## src/rtl/sdrseq_pkg.sv

```systemverilog
package sdrseq_pkg;

  // Command codes on {cs_n, ras_n, cas_n, we_n}
  typedef enum logic [3:0] {
    C_LMR  = 4'b0000,
    C_AREF = 4'b0001,
    C_PRE  = 4'b0010,
    C_NOP  = 4'b0111
  } sdr_cmd_e;

  typedef enum logic [2:0] {
    S_PWR  = 3'd0,  // power-up hold, then precharge all
    S_IREF = 3'd1,  // initial refresh train
    S_ILMR = 3'd2,  // mode register load
    S_IFIN = 3'd3,  // tMRD wait, then init_done
    S_IDLE = 3'd4,  // normal operation
    S_RPRE = 3'd5,  // granted refresh: precharge
    S_RREF = 3'd6,  // granted refresh: auto refresh
    S_RWT  = 3'd7   // granted refresh: tRFC wait
  } seq_state_e;

  // Truncating conversion of nanoseconds to clock cycles
  function automatic int cyc_of_ns(input int mhz, input int ns);
    return (mhz * ns) / 1000;
  endfunction

  function automatic int at_least_one(input int v);
    return (v < 1) ? 1 : v;
  endfunction

  function automatic int max3(input int a, input int b, input int c);
    int m;
    m = (a > b) ? a : b;
    return (m > c) ? m : c;
  endfunction

endpackage

```

## src/rtl/sdrseq_delay.sv

```systemverilog
module sdrseq_delay #(
  parameter int CNT_W   = 16,
  parameter int RST_VAL = 0
) (
  input  logic             clk,
  input  logic             rst,
  input  logic             load,
  input  logic [CNT_W-1:0] load_val,
  output logic             zero
);

  logic [CNT_W-1:0] cnt_q;

  always_ff @(posedge clk) begin
    if (rst)                cnt_q <= CNT_W'(RST_VAL);
    else if (load)          cnt_q <= load_val;
    else if (cnt_q != '0)   cnt_q <= cnt_q - 1'b1;
  end

  assign zero = (cnt_q == '0);


  count_step_chk: assert property (@(posedge clk) disable iff (rst)
    (!load && !zero) |=> (cnt_q == $past(cnt_q) - 1'b1));

endmodule

```

## src/rtl/sdrseq_refi.sv

```systemverilog
module sdrseq_refi #(
  parameter int PERIOD = 761,
  parameter int W      = 10
) (
  input  logic clk,
  input  logic rst,
  input  logic run,
  output logic tick
);

  logic [W-1:0] cnt_q;

  always_ff @(posedge clk) begin
    if (rst || !run)        cnt_q <= W'(PERIOD - 1);
    else if (cnt_q == '0)   cnt_q <= W'(PERIOD - 1);
    else                    cnt_q <= cnt_q - 1'b1;
  end

  assign tick = run && (cnt_q == '0);

  generate
    if (PERIOD > 1) begin : g_spacing

      tick_spacing_chk: assert property (@(posedge clk) disable iff (rst)
        tick |=> !tick);
    end
  endgenerate

endmodule

```

## src/rtl/sdrseq_pins.sv

```systemverilog
module sdrseq_pins
  import sdrseq_pkg::*;
#(
  parameter int ADDR_W = 12,
  parameter int BA_W   = 2,
  parameter int AP_BIT = 10
) (
  input  logic              clk,
  input  logic              rst,
  input  sdr_cmd_e          cmd_in,
  input  logic [ADDR_W-1:0] addr_in,
  output logic              cke,
  output logic              cs_n,
  output logic              ras_n,
  output logic              cas_n,
  output logic              we_n,
  output logic [BA_W-1:0]   ba,
  output logic [ADDR_W-1:0] addr
);

  always_ff @(posedge clk) begin
    if (rst) begin
      cke                      <= 1'b0;
      {cs_n, ras_n, cas_n, we_n} <= C_NOP;
      addr                     <= '0;
      ba                       <= '0;
    end else begin
      cke                      <= 1'b1;
      {cs_n, ras_n, cas_n, we_n} <= cmd_in;
      addr                     <= addr_in;
      ba                       <= '0;
    end
  end


  pre_all_chk: assert property (@(posedge clk) disable iff (rst)
    ({cs_n, ras_n, cas_n, we_n} == C_PRE) |-> addr[AP_BIT]);


  lmr_bank_chk: assert property (@(posedge clk) disable iff (rst)
    ({cs_n, ras_n, cas_n, we_n} == C_LMR) |-> (ba == '0));

endmodule

```

## src/rtl/sdrseq_top.sv

```systemverilog
module sdrseq_top
  import sdrseq_pkg::*;
#(
  parameter int CLK_MHZ      = 100,
  parameter int ADDR_W       = 12,
  parameter int BA_W         = 2,
  parameter int TWR_W        = 8,
  parameter int POWERUP_NS   = 200000,
  parameter int TRP_NS       = 18,
  parameter int TRFC_NS      = 60,
  parameter int TRCD_NS      = 18,
  parameter int TRAS_NS      = 42,
  parameter int TRC_NS       = 60,
  parameter int TRDL_NS      = 12,
  parameter int TMRD_CYC     = 1,
  parameter int INIT_REFS    = 8,
  parameter int RETENTION_NS = 64000000,
  parameter int ROWS         = 8192,
  parameter int REF_MARGIN   = 20,
  parameter int CAS_LAT      = 3,
  parameter int BL_CODE      = 0
) (
  input  logic              clk,
  input  logic              rst,
  input  logic              refresh_ack,
  output logic              cke,
  output logic              cs_n,
  output logic              ras_n,
  output logic              cas_n,
  output logic              we_n,
  output logic [BA_W-1:0]   ba,
  output logic [ADDR_W-1:0] addr,
  output logic              init_done,
  output logic              refresh_req,
  output logic              refresh_busy,
  output logic [TWR_W-1:0]  twr_cycles
);

  localparam int AP_BIT   = 10;
  localparam int PWR_CYC  = at_least_one(cyc_of_ns(CLK_MHZ, POWERUP_NS));
  localparam int TRP_CYC  = at_least_one(cyc_of_ns(CLK_MHZ, TRP_NS));
  localparam int TRFC_CYC = at_least_one(cyc_of_ns(CLK_MHZ, TRFC_NS));
  localparam int TRCD_CYC = at_least_one(cyc_of_ns(CLK_MHZ, TRCD_NS));
  localparam int TRAS_CYC = at_least_one(cyc_of_ns(CLK_MHZ, TRAS_NS));
  localparam int TRC_CYC  = at_least_one(cyc_of_ns(CLK_MHZ, TRC_NS));
  localparam int TRDL_CYC = at_least_one(cyc_of_ns(CLK_MHZ, TRDL_NS));
  localparam int TMRD_C   = at_least_one(TMRD_CYC);
  localparam int TWR_CYC  = at_least_one(max3(TRDL_CYC, TRAS_CYC - TRCD_CYC,
                                              TRC_CYC - TRCD_CYC - TRP_CYC));
  localparam int REF_CYC  = at_least_one(cyc_of_ns(CLK_MHZ, RETENTION_NS / ROWS) - REF_MARGIN);
  localparam int DLY_MAX  = max3(PWR_CYC, TRFC_CYC, max3(TRP_CYC, TMRD_C, 1));
  localparam int DLY_W    = $clog2(DLY_MAX + 1);
  localparam int REF_W    = $clog2(REF_CYC + 1);
  localparam int RC_W     = (INIT_REFS > 2) ? $clog2(INIT_REFS) : 1;

  localparam logic [ADDR_W-1:0] PRE_ADDR = ADDR_W'(1 << AP_BIT);
  localparam logic [ADDR_W-1:0] MODE_VAL = ADDR_W'(((CAS_LAT % 8) << 4) | (BL_CODE % 8));

  seq_state_e        st_q, st_nx;
  sdr_cmd_e          cmd_nx;
  logic [ADDR_W-1:0] addr_nx;
  logic              dly_load, dly_zero;
  logic [DLY_W-1:0]  dly_val;
  logic [RC_W-1:0]   rc_q;
  logic              rc_inc, done_set, accept, busy_clr, tick;
  logic              done_q, req_q, busy_q;

  // Shared inter-command wait counter; reset value covers the power-up hold
  sdrseq_delay #(.CNT_W(DLY_W), .RST_VAL(PWR_CYC)) u_dly (
    .clk      (clk),
    .rst      (rst),
    .load     (dly_load),
    .load_val (dly_val),
    .zero     (dly_zero)
  );

  // Free-running refresh interval timer, started by init completion
  sdrseq_refi #(.PERIOD(REF_CYC), .W(REF_W)) u_refi (
    .clk  (clk),
    .rst  (rst),
    .run  (done_q),
    .tick (tick)
  );

  sdrseq_pins #(.ADDR_W(ADDR_W), .BA_W(BA_W), .AP_BIT(AP_BIT)) u_pins (
    .clk     (clk),
    .rst     (rst),
    .cmd_in  (cmd_nx),
    .addr_in (addr_nx),
    .cke     (cke),
    .cs_n    (cs_n),
    .ras_n   (ras_n),
    .cas_n   (cas_n),
    .we_n    (we_n),
    .ba      (ba),
    .addr    (addr)
  );

  // A command is issued only when the wait counter has drained
  always_comb begin
    st_nx    = st_q;
    cmd_nx   = C_NOP;
    addr_nx  = '0;
    dly_load = 1'b0;
    dly_val  = '0;
    rc_inc   = 1'b0;
    done_set = 1'b0;
    accept   = 1'b0;
    busy_clr = 1'b0;
    unique case (st_q)
      S_PWR: if (dly_zero) begin
        cmd_nx   = C_PRE;
        addr_nx  = PRE_ADDR;
        dly_load = 1'b1;
        dly_val  = DLY_W'(TRP_CYC - 1);
        st_nx    = S_IREF;
      end
      S_IREF: if (dly_zero) begin
        cmd_nx   = C_AREF;
        dly_load = 1'b1;
        dly_val  = DLY_W'(TRFC_CYC - 1);
        rc_inc   = 1'b1;
        if (rc_q == RC_W'(INIT_REFS - 1)) st_nx = S_ILMR;
      end
      S_ILMR: if (dly_zero) begin
        cmd_nx   = C_LMR;
        addr_nx  = MODE_VAL;
        dly_load = 1'b1;
        dly_val  = DLY_W'(TMRD_C - 1);
        st_nx    = S_IFIN;
      end
      S_IFIN: if (dly_zero) begin
        done_set = 1'b1;
        st_nx    = S_IDLE;
      end
      S_IDLE: if (req_q && refresh_ack) begin
        accept = 1'b1;
        st_nx  = S_RPRE;
      end
      S_RPRE: if (dly_zero) begin
        cmd_nx   = C_PRE;
        addr_nx  = PRE_ADDR;
        dly_load = 1'b1;
        dly_val  = DLY_W'(TRP_CYC - 1);
        st_nx    = S_RREF;
      end
      S_RREF: if (dly_zero) begin
        cmd_nx   = C_AREF;
        dly_load = 1'b1;
        dly_val  = DLY_W'(TRFC_CYC - 1);
        st_nx    = S_RWT;
      end
      S_RWT: if (dly_zero) begin
        busy_clr = 1'b1;
        st_nx    = S_IDLE;
      end
      default: st_nx = S_PWR;
    endcase
  end

  always_ff @(posedge clk) begin
    if (rst) begin
      st_q   <= S_PWR;
      rc_q   <= '0;
      done_q <= 1'b0;
      req_q  <= 1'b0;
      busy_q <= 1'b0;
    end else begin
      st_q   <= st_nx;
      if (rc_inc) rc_q <= rc_q + 1'b1;
      done_q <= done_q | done_set;
      req_q  <= tick | (req_q & ~accept);
      busy_q <= accept | (busy_q & ~busy_clr);
    end
  end

  assign init_done    = done_q;
  assign refresh_req  = req_q;
  assign refresh_busy = busy_q;
  assign twr_cycles   = TWR_W'(TWR_CYC);


  done_sticky_chk: assert property (@(posedge clk) disable iff (rst)
    init_done |=> init_done);


  busy_after_init_chk: assert property (@(posedge clk) disable iff (rst)
    refresh_busy |-> init_done);


  req_hold_chk: assert property (@(posedge clk) disable iff (rst)
    (refresh_req && !refresh_ack) |=> refresh_req);


  ack_ignored_chk: assert property (@(posedge clk) disable iff (rst)
    (!refresh_req && !refresh_busy) |=> !refresh_busy);


  lmr_before_done_chk: assert property (@(posedge clk) disable iff (rst)
    ({cs_n, ras_n, cas_n, we_n} == C_LMR) |-> !init_done);

endmodule

```

## config.mk

```make
export PLATFORM = sky130hd
export DESIGN_NAME = sdrseq_top
export DESIGN_NICKNAME = d
export VERILOG_FILES = /design/src/rtl/sdrseq_pkg.sv /design/src/rtl/sdrseq_delay.sv /design/src/rtl/sdrseq_refi.sv /design/src/rtl/sdrseq_pins.sv /design/src/rtl/sdrseq_top.sv
export SDC_FILE = /design/constraint.sdc
export NUM_CORES = 1
export LEC_CHECK = 0
export BUFFER_PORTS_ARGS = -buffer_cell sky130_fd_sc_hd__buf_2
export CAP_MARGIN = 10
export CORE_MARGIN = 2
export CORE_UTILIZATION = 50
export DETAILED_ROUTE_END_ITERATION = 8
export PLACE_DENSITY_LB_ADDON = 0.25
export SLEW_MARGIN = 20
export SYNTH_ARGS = -nofsm -noshare
export SYNTH_HDL_FRONTEND = slang
export SYNTH_SLANG_ARGS = --single-unit
```

## constraint.sdc

```tcl
create_clock -name clk -period 5.8 [get_ports clk]
set_clock_uncertainty 0.05 [all_clocks]
set_input_delay 0.29 -clock clk [delete_from_list [all_inputs] [get_ports clk]]
set_output_delay 0.29 -clock clk [all_outputs]
set_load 0.02 [all_outputs]
```

; Word-level counts from Yosys, hierarchy flattened
; Cells that the tools add are included.
[word_totals]
ff_bits = 51
latch_bits = 0
mem_bits_rw = 0
rom_bits = 0
inputBits = 3
out_inout_bits = 30
wordCells = 82
memories = 0
[op_classes]
add_sub_neg = 3
mul = 0
div = 0
magnitude_cmp = 0
eq_ne = 16
shift = 0
n_mux = 28
bitwise_logic = 7
reduce_logical = 15
[op_table]
columns = cell, count
row1 = $mux 3, 13
row2 = $mux 15, 2
row3 = $pmux 11 s2, 1
row4 = $pmux 3 s7, 1
row5 = $eq 3x3->1 const B, 5
row6 = $logic_not 15->1, 1
row7 = $reduce_bool 15->1, 1
row8 = $sub 15x1->15 const B, 1
row9 = $ne 2x2->1 const B, 7
row10 = $mux 11, 1
row11 = $logic_not 10->1, 1
row12 = $sub 10x1->10 const B, 1
row13 = $pmux 3 s3, 1
row14 = $mux 1, 8
row15 = $reduce_and 8->1, 1
row16 = $reduce_or 2->1, 4
row17 = $eq 3x2->1 const B, 2
row18 = $mux 6, 1
row19 = $reduce_or 5->1, 1
row20 = $add 3x1->3 const B, 1
row21 = $eq 3x1->1 const B, 1
row22 = $logic_not 3->1, 1
row23 = $or 1x1->1, 3
row24 = $and 1x1->1, 2
row25 = other kinds (6), 8

; Depth between registers and ports, before layout
[logic_depth]
ltp_word = 6
mapped_depth = 8

; By module
; Synthesis repeated with hierarchy kept, for this count alone.
[hier_totals]
cells_unflattened = 286
area_unflattened_um2 = 2587.5
[modules_own_cells]
columns = mod, n_inst, cells_per_inst, area_per_inst_um2, seq_area_each_um2
row1 = sdrseq_delay, 1, 114, 939.7, 300.3
row2 = sdrseq_top, 1, 81, 690.7, 180.2
row3 = sdrseq_pins, 1, 38, 483.0, 340.3
row4 = sdrseq_refi, 1, 53, 474.2, 200.2

; Worst setup path before layout
; OpenSTA, ideal clock, no wires.
[synth_path]
kind = reg-to-reg
startpoint = register u_dly.cnt_q[0]
endpoint = register u_dly.cnt_q[6]
setup_time_ns = 0.123
arrival_ns = 1.691
slack_ns = 3.935
stages_incl_launch_ff = 8
path_buffers = 1
synth_period_minus_slack_ns = 1.865
path_cell_list = dfxtp_1 > inv_1 > ha_1 > nor3b_1 > and2_1 > buf_2 > a2111oi_2 > mux2_1
[synth_via]
elab_chain_len = 4
[synth_rtl]
columns = item, line
row1 = "start, declared", sdrseq_delay.sv:12  ; logic [CNT_W-1:0] cnt_q;
row2 = "start signal, assigned", sdrseq_delay.sv:15  ; if (rst) cnt_q <= CNT_W'(RST_VAL);
row3 = "start signal, assigned", sdrseq_delay.sv:16  ; else if (load) cnt_q <= load_val;
row4 = "start signal, assigned", sdrseq_delay.sv:17  ; else if (cnt_q != '0) cnt_q <= cnt_q - 1'b1;
row5 = branches (longest 4 deep; another with $sub 15x1->15), n/a
; Parallel ways; which one is timed is not known. The select of a mux whose other input is x is not followed.
; A chain may end at the register's enable or synchronous reset.

; Worst setup path in the final report
[layout_path]
startpoint = register u_dly.cnt_q[0]
endpoint = register rc_q[0]
[layout_via]
elab_chain_len = 3
[layout_rtl]
columns = item, line
row1 = $logic_not 15->1, sdrseq_delay.sv:20  ; assign zero = (cnt_q == '0);
row2 = $mux 1, sdrseq_top.sv:118  ; S_IREF: if (dly_zero) begin
row3 = $mux 1, sdrseq_top.sv:110  ; unique case (st_q)
row4 = "end signal, assigned", sdrseq_top.sv:170  ; if (rc_inc) rc_q <= rc_q + 1'b1;
row5 = "end, declared", sdrseq_top.sv:64  ; logic [RC_W-1:0] rc_q;
; Every way passes these cells.

==> results.yml <==
logic_synthesis:
  syn-instance-count: 236
  synthArstFlopShare: 0
  postSynthAreaPerCell_um2: 8.91
  postSynth.topFlopCell: "dfxtp_1"
  ys_ff_latch: 40
  synth_top_cells_by_area: "dfxtp_1 38%, buf_4 8.2%, nor2_1 3.7%"
  synth_enable_flop_cells: 0
  warnings_from_yosys: 0
  synth_area_leader_cell: "dfxtp_1"
  synth_area_um2: 2100
  distinct_cells_synth: 51
  synth_seq_area_share: 0.381
  synth_largest_type_area_fraction: 0.381
power:
  worst_ir_drop_vdd_mv: 0.131
  power-per-cell-area_nw_per_um2: 263
  leakage_uw: 0.000871
  design_power_total_uw: 575
timing:
  timing_max_transition_violations_final: 0
  grt_setup_unrepaired: "no"
  setup_violations: 0
  slew_headroom: 0.541
  period_minus_slack_ps: 2400
  setup_tns_ps: 0
  worst_slew_pin_slew_ps: 689
  hold-worst-slack_ps: 408
  clock.fmax_mhz: 417
  hold_viol: 0
  post-route-period-util: 0.413
critical_path:
  timing.critical_path.fanout_max: 17
  critical_path.n_buffers_inverters: 1
  worst_path_max_delay_cell: "and2_1"
  worst_ep_arrival_time_ps: 2530
  start_point_of_the_critical_path: "u_dly.cnt_q[0]$_SDFFE_PP0P_"
  r2r-start: "u_dly.cnt_q[0]$_SDFFE_PP0P_"
  required_ps: 5930
  endpoint_kind: "flip-flop"
  critical_path_class: "reg2reg"
  worst_path_largest_cell_delay_ps: 640
  timing.critical_path.cells: "inv_1 > ha_1 > nor3b_1 > and2_1 > and3_1 > mux2_1"
  cp-start-kind: "flip-flop"
  critical-path-top-delay-family: "simple AND/OR/NAND/NOR gates"
placement:
  dpl.hpwl_mm: 2.52
  portBuffers: 12
  finalWeightedCongestion: 0.817
  dpl-instance-area_um2: 2080
die:
  placement_rows: 23
  floorplan.die_area_um2: 4740
  floorplan_die_width_um: 68.9
  die_height_um: 68.9
  start_util: 0.522
  design.core.area_um2: 4030
  top_level_ports: 33
clock_network:
  numCtsBuffers: 5
  cts_max_level: 2
  clk_latency_ps: 300
  ctsLongestPathBuffers: 2
  path_clk_slew_ps: 80
  postCtsSetupRepairBufs: 0
  cts.repair.resized: 0
  numClockSinks: 40
  cts_tree: "built"
  clock-root-buffer: "clkbuf_8"
  cts_hold_buf: 0
global_routing:
  number_of_antenna_violations_at_the_first_check_in_global_routing: 0
  globalRouteOverflowTotal: 0
  grt_max_degree: 33
  grt_pass1_vias: 1351
  first_pass_grt_wire_length_mm: 6.18
  gr-usage-all-layers: 0.177
drt:
  remaining_drc_errors: 0
  route.antenna.remaining_nets: 0
  drt_first_iter_violations: 169
  detailroute.via_count: 1569
  viasPerCell: 5.37
  wl_per_cell_um: 12.4
  finalWirelength_mm: 3.63
  detailedRoute.firstPassIterationCount: 4
layout:
  syn_to_final_growth_pct: 3.87
  drive_gt1_frac: 0.120
  final_core_utilization: 0.542
  finalInstanceArea_um2: 2180
  antennaDiodeCount: 0
  total_nets_final: 250
hold_path:
  worst_hold_startpoint: "u_refi.cnt_q[0]$_SDFF_PP0_"
  hp-class: "reg2reg"
job:
  max-cap-violations: 0
status:
  status: "finished, final reports clean"
## state kept, by name, summed over array words and instances, names as in the netlist
name,count
u_refi.cnt_q,10
refresh_req,1
u_pins.cas_n,1
u_pins.we_n,1
u_dly.cnt_q,15
refresh_busy,1
u_pins.addr,2
st_q,3
rc_q,3
u_pins.cke,1
u_pins.ras_n,1
init_done,1
## synthesized netlist by cell type (8+ instances only)
library cell	count
a21oi_1	10
buf_4	23
dfxtp_1	40
inv_1	8
nand2_1	20
nand3_1	8
nor2_1	21
nor2b_1	9
## layout by cell type (no fill, tap or decap), drive strengths merged, types with 2 or more instances in the layout
| master | count |
|---|---|
| or3 | 2 |
| buf | 12 |
| clkbuf | 6 |
| and2 | 2 |
| nand2 | 21 |
| a311oi | 2 |
| xnor2 | 2 |
| o21ai | 6 |
| nand4b | 2 |
| a21oi | 10 |
| nor2 | 21 |
| o31ai | 3 |
| conb | 20 |
| dfxtp | 40 |
| xor2 | 5 |
| nor4 | 5 |
| a211o | 2 |
| ha | 6 |
| inv | 8 |
| nand2b | 3 |
| nand3 | 8 |
| a211oi | 5 |
| nor3b | 4 |
| nor2b | 9 |
| mux2 | 6 |
| a31o | 2 |
| a2111oi | 2 |
| nor3 | 8 |
| mux2i | 3 |
## kinds of logic (layout without fill, tap and decap cells)
| group | after synthesis | in the layout | synth area share |
|---|---|---|---|
| simple gates | 92 | 92 | 0.248 |
| other cells | 2 | 20 | 0.00357 |
| xor+xnor | 7 | 7 | 0.0291 |
| buf+inv | 40 | 28 | 0.117 |
| flops | 40 | 40 | 0.381 |
| fa+ha+maj | 6 | 6 | 0.0357 |
| compound gates | 40 | 40 | 0.139 |
| mux | 9 | 9 | 0.0464 |
## report_power, final
part / switching (µW) / internal (µW)
sequential: 12.8 / 283
combinational: 34.6 / 20.0
clock: 97.1 / 128
## stage by stage
| step | setup WS [ps] | std cells |
|---|---|---|
| 4_1_cts | 3430 | 292 |
| 2_1_floorplan | 3940 | 254 |
| 3_3_place_gp | 3570 | 284 |
| 3_5_place_dp | 3460 | 284 |
| 6_report | 3400 | 292 |
| 5_1_grt | 3240 | 292 |
## final cells by class
| cell class | instances | area [µm²] |
|---|---|---|
| fillers | 391 | 1840 |
| multi-input cells | 174 | 1120 |
| flip-flops and latches | 40 | 801 |
| clock buffers | 6 | 72.6 |
| well taps | 50 | 62.6 |
| repair buffers | 12 | 60.1 |
| clock inverters | 2 | 35.0 |
| inverters | 8 | 30.0 |
## metal layers
metal	up-vias	part of all wire	global-route usage
met5	-	0	0
met4	0	0.017	0.0662
met3	6	0.051	0.0584
met2	41	0.46	0.288
met1	725	0.48	0.217
li1	797	-	-
## final timing paths
| path | cells past startpoint | slack (ps) | to |
|---|---|---|---|
| max reg2reg | 6 | 3400 | rc_q[0]$_SDFFE_PP0P_ |
| min | 1 | 410 | u_refi.cnt_q[0]$_SDFF_PP0_ |
| max | 6 | 3400 | rc_q[0]$_SDFFE_PP0P_ |
| min reg2reg | 1 | 410 | u_refi.cnt_q[0]$_SDFF_PP0_ |
Power figures use the tool's default switching activity.
